==> config.mk <==
export PLATFORM = sky130hd
export DESIGN_NAME = lbl_raster_labeler
export DESIGN_NICKNAME = d
export VERILOG_FILES = /design/src/rtl/lbl_pkg.sv /design/src/rtl/lbl_linebuf.sv /design/src/rtl/lbl_match.sv /design/src/rtl/lbl_raster_labeler.sv
export SDC_FILE = /design/constraint.sdc
export NUM_CORES = 1
export LEC_CHECK = 0
export ABC_AREA = 1
export CAP_MARGIN = 40
export CORE_MARGIN = 2
export CORE_UTILIZATION = 45
export CTS_BUF_LIST = sky130_fd_sc_hd__clkbuf_4 sky130_fd_sc_hd__clkbuf_8
export CTS_CLUSTER_SIZE = 28
export DETAILED_ROUTE_END_ITERATION = 7
export SLEW_MARGIN = 20
export SYNTH_ARGS = -nofsm -noshare
export SYNTH_HDL_FRONTEND = slang
export SYNTH_SLANG_ARGS = --single-unit
==> constraint.sdc <==
create_clock -name clk -period 15.3 [get_ports clk]
set_input_delay 3.06 -clock clk [delete_from_list [all_inputs] [get_ports clk]]
set_output_delay 3.06 -clock clk [all_outputs]
set_load 0.05 [all_outputs]
==> src/rtl/lbl_pkg.sv <==
`timescale 1ns/1ps
package lbl_pkg;

    // Controller states of the raster labeler
    typedef enum logic [2:0] {
        ST_IDLE    = 3'd0,
        ST_SCAN    = 3'd1,
        ST_FIND    = 3'd2,
        ST_RES_CHK = 3'd3,
        ST_RES_HOP = 3'd4,
        ST_DONE    = 3'd5
    } lbl_state_e;

    // Neighbour slot numbering; lower slot wins when several match
    localparam int NB_LEFT = 0;
    localparam int NB_UP   = 1;
    localparam int NB_UL   = 2;
    localparam int NB_UR   = 3;
    localparam int NB_NUM  = 4;

endpackage

==> src/rtl/lbl_linebuf.sv <==
`timescale 1ns/1ps
// One row of labels and colours, updated in place. Entries left of the
// current column hold the current row, the rest hold the row above.
module lbl_linebuf #(
    parameter int IMG_W   = 8,
    parameter int LABEL_W = 4,
    parameter int COLOR_W = 8,
    parameter int XW      = 3
) (
    input  logic               clk,
    input  logic               rst_n,
    input  logic               wr_en,
    input  logic [XW-1:0]      col_x,
    input  logic [LABEL_W-1:0] wr_lab,
    input  logic [COLOR_W-1:0] wr_col,
    output logic [LABEL_W-1:0] left_lab,
    output logic [COLOR_W-1:0] left_col,
    output logic [LABEL_W-1:0] ul_lab,
    output logic [COLOR_W-1:0] ul_col,
    output logic [LABEL_W-1:0] up_lab,
    output logic [COLOR_W-1:0] up_col,
    output logic [LABEL_W-1:0] ur_lab,
    output logic [COLOR_W-1:0] ur_col
);

    localparam logic [XW-1:0] LAST_X = XW'(IMG_W - 1);

    logic [LABEL_W-1:0] row_lab [IMG_W];
    logic [COLOR_W-1:0] row_col [IMG_W];
    logic [XW-1:0]      nx;

    // Column to the right, held at the edge (validity is judged by the caller)
    assign nx = (col_x == LAST_X) ? col_x : col_x + XW'(1);

    assign up_lab = row_lab[col_x];
    assign up_col = row_col[col_x];
    assign ur_lab = row_lab[nx];
    assign ur_col = row_col[nx];

    always_ff @(posedge clk) begin
        if (wr_en) begin
            row_lab[col_x] <= wr_lab;
            row_col[col_x] <= wr_col;
        end
    end

    // Left is the pixel just written; up-left is what sat above it
    always_ff @(posedge clk or negedge rst_n) begin
        if (!rst_n) begin
            left_lab <= '0;
            left_col <= '0;
            ul_lab   <= '0;
            ul_col   <= '0;
        end else if (wr_en) begin
            left_lab <= wr_lab;
            left_col <= wr_col;
            ul_lab   <= row_lab[col_x];
            ul_col   <= row_col[col_x];
        end
    end

endmodule

==> src/rtl/lbl_match.sv <==
`timescale 1ns/1ps
// Colour comparison against the four causal neighbours and label choice.
module lbl_match
    import lbl_pkg::*;
#(
    parameter int LABEL_W = 4,
    parameter int COLOR_W = 8
) (
    input  logic [COLOR_W-1:0] pix_col,
    input  logic               nb_ok  [NB_NUM],
    input  logic [LABEL_W-1:0] nb_lab [NB_NUM],
    input  logic [COLOR_W-1:0] nb_col [NB_NUM],
    output logic               hit,
    output logic [LABEL_W-1:0] sel_lab,
    output logic               need_merge,
    output logic [LABEL_W-1:0] mrg_lab
);

    logic [NB_NUM-1:0] same;

    for (genvar k = 0; k < NB_NUM; k++) begin : g_cmp
        assign same[k] = nb_ok[k] && (nb_col[k] == pix_col);
    end

    always_comb begin
        hit     = 1'b0;
        sel_lab = '0;
        for (int k = 0; k < NB_NUM; k++) begin
            if (!hit && same[k]) begin
                hit     = 1'b1;
                sel_lab = nb_lab[k];
            end
        end
        // Only the up-right pixel can belong to a set not yet joined to the choice
        need_merge = same[NB_UR] && (nb_lab[NB_UR] != sel_lab);
        mrg_lab    = nb_lab[NB_UR];
    end

endmodule

==> src/rtl/lbl_raster_labeler.sv <==
`timescale 1ns/1ps
module lbl_raster_labeler
    import lbl_pkg::*;
#(
    parameter  int IMG_W   = 8,
    parameter  int IMG_H   = 6,
    parameter  int COLOR_W = 8,
    parameter  int LABEL_W = 4,
    localparam int XW      = (IMG_W > 1) ? $clog2(IMG_W) : 1,
    localparam int YW      = (IMG_H > 1) ? $clog2(IMG_H) : 1,
    localparam int WT_W    = $clog2(IMG_W * IMG_H + 1)
) (
    input  logic               clk,
    input  logic               rst_n,
    input  logic               start,
    input  logic               pix_valid,
    input  logic [COLOR_W-1:0] pix_color,
    output logic               pix_ready,
    output logic               lab_valid,
    output logic [LABEL_W-1:0] lab_out,
    output logic               overflow,
    output logic               sing_valid,
    output logic [XW-1:0]      sing_x,
    output logic [YW-1:0]      sing_y,
    output logic               done,
    input  logic [LABEL_W-1:0] rd_label,
    output logic [LABEL_W-1:0] rd_root,
    output logic [WT_W-1:0]    rd_weight,
    output logic [COLOR_W-1:0] rd_color
);

    localparam int              CAP    = 1 << LABEL_W;
    localparam int              NW     = LABEL_W + 1;
    localparam logic [NW-1:0]   FULL_N = NW'(CAP);
    localparam logic [XW-1:0]   LAST_X = XW'(IMG_W - 1);
    localparam logic [YW-1:0]   LAST_Y = YW'(IMG_H - 1);

    lbl_state_e state_q, state_d;

    // Scan position and label counter
    logic [XW-1:0]      x_q;
    logic [YW-1:0]      y_q;
    logic [NW-1:0]      next_q;
    logic               ovf_q;
    // Root search
    logic [LABEL_W-1:0] fa_q, fb_q;
    logic               last_q;
    // Resolve walk
    logic [NW-1:0]      e_q;
    logic [LABEL_W-1:0] t_q;

    // Region table
    logic [LABEL_W-1:0] t_idx [CAP];
    logic [WT_W-1:0]    t_wt  [CAP];
    logic [COLOR_W-1:0] t_col [CAP];
    logic [XW-1:0]      t_x   [CAP];
    logic [YW-1:0]      t_y   [CAP];

    // Neighbourhood
    logic               nb_ok  [NB_NUM];
    logic [LABEL_W-1:0] nb_lab [NB_NUM];
    logic [COLOR_W-1:0] nb_col [NB_NUM];
    logic               hit, need_merge;
    logic [LABEL_W-1:0] sel_lab, mrg_lab;

    logic               accept, at_last, full;
    logic [LABEL_W-1:0] cur_lab, new_lab, hi_lab, lo_lab, e_lab;
    logic               root_a, root_b, res_end;

    assign pix_ready = (state_q == ST_SCAN);
    assign overflow  = ovf_q;
    assign accept    = pix_ready && pix_valid;
    assign at_last   = (x_q == LAST_X) && (y_q == LAST_Y);
    assign full      = (next_q == FULL_N);
    assign new_lab   = next_q[LABEL_W-1:0];
    assign root_a    = (t_idx[fa_q] == '0);
    assign root_b    = (t_idx[fb_q] == '0);
    assign hi_lab    = (fa_q > fb_q) ? fa_q : fb_q;
    assign lo_lab    = (fa_q > fb_q) ? fb_q : fa_q;
    assign e_lab     = e_q[LABEL_W-1:0];
    assign res_end   = (e_q == next_q);

    assign cur_lab = (ovf_q || (!hit && full)) ? '0 :
                     (hit ? sel_lab : new_lab);

    assign nb_ok[NB_LEFT] = (x_q != '0);
    assign nb_ok[NB_UP]   = (y_q != '0);
    assign nb_ok[NB_UL]   = (x_q != '0) && (y_q != '0);
    assign nb_ok[NB_UR]   = (y_q != '0) && (x_q != LAST_X);

    lbl_linebuf #(
        .IMG_W   (IMG_W),
        .LABEL_W (LABEL_W),
        .COLOR_W (COLOR_W),
        .XW      (XW)
    ) u_linebuf (
        .clk      (clk),
        .rst_n    (rst_n),
        .wr_en    (accept),
        .col_x    (x_q),
        .wr_lab   (cur_lab),
        .wr_col   (pix_color),
        .left_lab (nb_lab[NB_LEFT]),
        .left_col (nb_col[NB_LEFT]),
        .ul_lab   (nb_lab[NB_UL]),
        .ul_col   (nb_col[NB_UL]),
        .up_lab   (nb_lab[NB_UP]),
        .up_col   (nb_col[NB_UP]),
        .ur_lab   (nb_lab[NB_UR]),
        .ur_col   (nb_col[NB_UR])
    );

    lbl_match #(
        .LABEL_W (LABEL_W),
        .COLOR_W (COLOR_W)
    ) u_match (
        .pix_col    (pix_color),
        .nb_ok      (nb_ok),
        .nb_lab     (nb_lab),
        .nb_col     (nb_col),
        .hit        (hit),
        .sel_lab    (sel_lab),
        .need_merge (need_merge),
        .mrg_lab    (mrg_lab)
    );

    // State register
    always_ff @(posedge clk or negedge rst_n) begin
        if (!rst_n) state_q <= ST_IDLE;
        else        state_q <= state_d;
    end

    // Transitions
    always_comb begin
        state_d = state_q;
        unique case (state_q)
            ST_IDLE:    if (start) state_d = ST_SCAN;
            ST_SCAN: begin
                if (accept) begin
                    if (hit && !ovf_q) state_d = ST_FIND;
                    else if (at_last)  state_d = ST_RES_CHK;
                end
            end
            ST_FIND: begin
                if (root_a && root_b) state_d = last_q ? ST_RES_CHK : ST_SCAN;
            end
            ST_RES_CHK: begin
                if (res_end)                state_d = ST_DONE;
                else if (t_idx[e_lab] != '0) state_d = ST_RES_HOP;
            end
            ST_RES_HOP: state_d = ST_RES_CHK;
            ST_DONE:    if (start) state_d = ST_SCAN;
            default:    state_d = ST_IDLE;
        endcase
    end

    // Control registers
    always_ff @(posedge clk or negedge rst_n) begin
        if (!rst_n) begin
            x_q    <= '0;
            y_q    <= '0;
            next_q <= NW'(1);
            ovf_q  <= 1'b0;
            fa_q   <= '0;
            fb_q   <= '0;
            last_q <= 1'b0;
            e_q    <= NW'(1);
            t_q    <= '0;
        end else begin
            unique case (state_q)
                ST_IDLE, ST_DONE: begin
                    if (start) begin
                        x_q    <= '0;
                        y_q    <= '0;
                        next_q <= NW'(1);
                        ovf_q  <= 1'b0;
                        e_q    <= NW'(1);
                    end
                end
                ST_SCAN: begin
                    if (accept) begin
                        if (x_q == LAST_X) begin
                            x_q <= '0;
                            y_q <= y_q + YW'(1);
                        end else begin
                            x_q <= x_q + XW'(1);
                        end
                        last_q <= at_last;
                        if (!ovf_q) begin
                            if (hit) begin
                                fa_q <= sel_lab;
                                fb_q <= need_merge ? mrg_lab : sel_lab;
                            end else if (full) begin
                                ovf_q <= 1'b1;
                            end else begin
                                next_q <= next_q + NW'(1);
                            end
                        end
                    end
                end
                ST_FIND: begin
                    if (!root_a) fa_q <= t_idx[fa_q];
                    if (!root_b) fb_q <= t_idx[fb_q];
                end
                ST_RES_CHK: begin
                    if (!res_end) begin
                        if (t_idx[e_lab] != '0) t_q <= t_idx[e_lab];
                        else                    e_q <= e_q + NW'(1);
                    end
                end
                ST_RES_HOP: e_q <= e_q + NW'(1);
                default: ;
            endcase
        end
    end

    // Region table updates
    always_ff @(posedge clk) begin
        unique case (state_q)
            ST_SCAN: begin
                if (accept && !ovf_q && !hit && !full) begin
                    t_idx[new_lab] <= '0;
                    t_wt[new_lab]  <= WT_W'(1);
                    t_col[new_lab] <= pix_color;
                    t_x[new_lab]   <= x_q;
                    t_y[new_lab]   <= y_q;
                end
            end
            ST_FIND: begin
                if (root_a && root_b) begin
                    if (fa_q == fb_q) begin
                        t_wt[fa_q] <= t_wt[fa_q] + WT_W'(1);
                    end else begin
                        t_idx[hi_lab] <= lo_lab;
                        t_wt[lo_lab]  <= t_wt[lo_lab] + t_wt[hi_lab] + WT_W'(1);
                        t_wt[hi_lab]  <= '0;
                    end
                end
            end
            ST_RES_CHK: begin
                if (!res_end && (t_idx[e_lab] == '0) && (t_wt[e_lab] != WT_W'(1)))
                    t_idx[e_lab] <= e_lab;
            end
            ST_RES_HOP: t_idx[e_lab] <= t_idx[t_q];
            default: ;
        endcase
    end

    // Outputs
    always_ff @(posedge clk or negedge rst_n) begin
        if (!rst_n) begin
            lab_valid  <= 1'b0;
            lab_out    <= '0;
            sing_valid <= 1'b0;
            sing_x     <= '0;
            sing_y     <= '0;
            done       <= 1'b0;
            rd_root    <= '0;
            rd_weight  <= '0;
            rd_color   <= '0;
        end else begin
            lab_valid  <= accept;
            if (accept) lab_out <= cur_lab;
            sing_valid <= (state_q == ST_RES_CHK) && !res_end &&
                          (t_idx[e_lab] == '0) && (t_wt[e_lab] == WT_W'(1));
            sing_x     <= t_x[e_lab];
            sing_y     <= t_y[e_lab];
            done       <= (state_d == ST_DONE);
            rd_root    <= t_idx[rd_label];
            rd_weight  <= t_wt[rd_label];
            rd_color   <= t_col[rd_label];
        end
    end

endmodule

==> flow_summary.toml <==
[outcome]
outcome = "complete, no violations"

[sta]
setup_tns_ns = 0
finalHoldViolCount = 0
fmax_mhz = 140
setup_viol = 0
period_share = 0.466
skew_ns = 0.0461
min_period_ns = 7.12
drv_slew = 0
worst_slew_pin_slew_ns = 0.907
rsz0062_at_grt = "no"
max-slew-margin-rel = 0.391

[logic_synthesis]
synth-seq-cells = 564
ys_warn_count = 0
synth.distinct_cells = 57
synthesis.area_um2 = 31100
synthTopCellsByArea = "edfxtp_1 (37%), nand2_1 (8.6%), o21ai_0 (7.6%)"
syn_avg_cell_area_um2 = 8.23
synth_ff_type = "edfxtp_1"
async_flop_share = 0.149
ys_seq_area_frac = 0.501
synth_top_cell_area_share = 0.371
syn_nets = 3816
synth_area_leader_cell = "edfxtp_1"
synth.most_common_cell = "nand2_1"
syn_inst = 3776
ys_top_cells_by_count = "nand2_1 (713), o21ai_0 (472), edfxtp_1 (384)"
synth_edf_count = 384

[worst_setup_path]
critical_path.max_fanout = 57
crit_path_max_incr_delay_ns = 0.75
worstSetupStartpointType = "register"
crit_family = "simple AND/OR/NAND/NOR gates"
crit_arrival_ns = 7.73
required_ns = 15.90
regToRegStartpoint = "fb_q[2]"
cp_slowest_cell = "dfrtp_1"
path_buf_inv = 7
path_class = "reg2reg"
critPathLaunch = "fb_q[2]"
end_kind = "register"
crit_top_cell = "nor2_1"

[global_routing]
grt_max_degree = 124
grt_use_total = 0.300
antenna_found_initial = 1
grt_pass1_wl_mm = 162
first_global_vias = 25981
grt_overflow = 0

[route]
routed_wl_mm = 108
route.detailed.drc = 0
viasPerCell = 5.95
dr.pass1.iters = 7
drt_iter0_markers = 3303
vias = 28339
ant_nets = 0
avgRoutedWirePerCell_um = 22.6

[die]
fp.dieW_um = 267
initial_core_util = 0.454
die_height_um = 267
row_count = 96
dieArea_um2 = 71200
core_um2 = 68500
io_pins = 49

[clock_tree]
clk_pin_slew_ns = 0.06
cts_sinks = 564
postCtsSetupBuffers = 0
cts_tree = "built"
root_buffer = "clkbuf_8"
cts_buffers = 99
clock_latency_ns = 0.75
cts_max_level = 3
hold_buffers = 0
cts.path.max_buffers = 3
post_cts_resized = 0

[layout]
finish.utilization = 0.507
syn_to_final_growth_pct = 11.8
fin_nets = 3832
drive_above_1_share = 0.0962
num-fill-cells = 6589

[power]
cellLeakagePower_nw = 13.6
powerDensity_nw_per_um2 = 176
p_total_mw = 6.11
vdd_drop_max_v = 0.000124

[place]
place_congestion = 0.975
dp.final_hpwl_mm = 69.1
numPortBuffers = 48

[hold_path]
hold_path_class = "reg2reg"
hold_start = "t_wt[6][1]"

[flow_run]
maxCapViolations = 0
==> flip-flops by register name, indices dropped and copies added, names as in the netlist, 6 cells and up <==
signal / flops
u_linebuf.row_col: 64
t_y: 48
rd_color: 8
t_idx: 64
u_linebuf.row_lab: 32
rd_weight: 6
u_linebuf.left_col: 8
t_col: 128
t_x: 48
t_wt: 96
u_linebuf.ul_col: 8
==> path summary, 6_finish.rpt <==
path / depth (start not counted) / slack (ns) / to
setup reg to reg: 29 / 8.18 / t_wt[1][5]
min in group asynchronous: 1 / 2.29 / rd_weight[4]
hold reg to reg: 2 / 0.47 / t_wt[6][1]
setup / recovery: 29 / 8.18 / t_wt[1][5]
hold / removal: 2 / 0.47 / t_wt[6][1]
max in group asynchronous: 3 / 12.00 / x_q[0]
==> per-layer routing <==
layer  vias up  wire [µm]  GRT usage
met1     13321      44500      0.414
met3       278      10600     0.0579
met2      1554      48200      0.466
met5         -          0          0
li1      13186          -          -
met4         0       4460      0.120
==> tightest hold or removal path, delay by kind of cell, from the launching register on <==
family / cells / cell delay (ns)
flip-flops: 1 / 0.31
AO/OA/AOI/OAI: 1 / 0.05
AND/OR/NAND/NOR: 1 / 0.06
==> layout make-up <==
cell class / instances / area [µm²] / share of cell area
clock inverter: 40 / 399 / 0.0115
clock buffer: 147 / 1800 / 0.0519
timing repair buffer: 139 / 1260 / 0.0362
inverter: 357 / 1340 / 0.0386
antenna: 3 / 7.51 / 0.000216
sequential: 564 / 15600 / 0.448
multi-input combinational: 2631 / 13300 / 0.382
tap: 882 / 1100 / 0.0318
==> where the power goes <==
part           leakage [nW]  total [mW]  internal, mW  switching, mW
logic                  7.12        2.57         0.738           1.84
registers              5.33        1.99          1.81          0.187
clock network          1.17        1.54         0.867          0.671
total                  13.6        6.11          3.41           2.69
==> cell usage in the layout (no fill, tap or decap), types with 77 or more instances in the layout <==
master,netlist,final
a21oi_1,302,302
buf_4,10,78
clkbuf_8,0,113
dfrtp_1,82,77
dfxtp_1,96,96
edfxtp_1,384,384
inv_1,326,325
nand2_1,713,711
nand3_1,277,277
nor2_1,364,356
o211ai_1,122,122
o21ai_0,472,472
==> stage by stage <==
stage / std cells / area, µm² / hold WS [ns] / setup slack, ns
detailed placement: 4571 / 32500 / 0.463 / 8.53
floorplan: 3776 / 31100 / 0.439 / 10.02
finish: 4763 / 34700 / 0.469 / 8.18
global route: 4762 / 34700 / 0.492 / 7.75
CTS: 4758 / 34700 / 0.475 / 8.50
global placement: 4554 / 32300 / 0.460 / 8.32
==> cells by family (layout without fill, tap and decap cells) <==
group	after synthesis	in the layout	synth area share
fa+ha+maj	24	24	0.00990
buf+inv	581	683	0.0747
xor+xnor	22	22	0.00620
flops	564	564	0.501
mux	35	35	0.0113
simple gates	1474	1474	0.202
other cells	0	3	0
compound gates	1076	1076	0.196
Note: power is estimated with default switching activity, not from simulation.
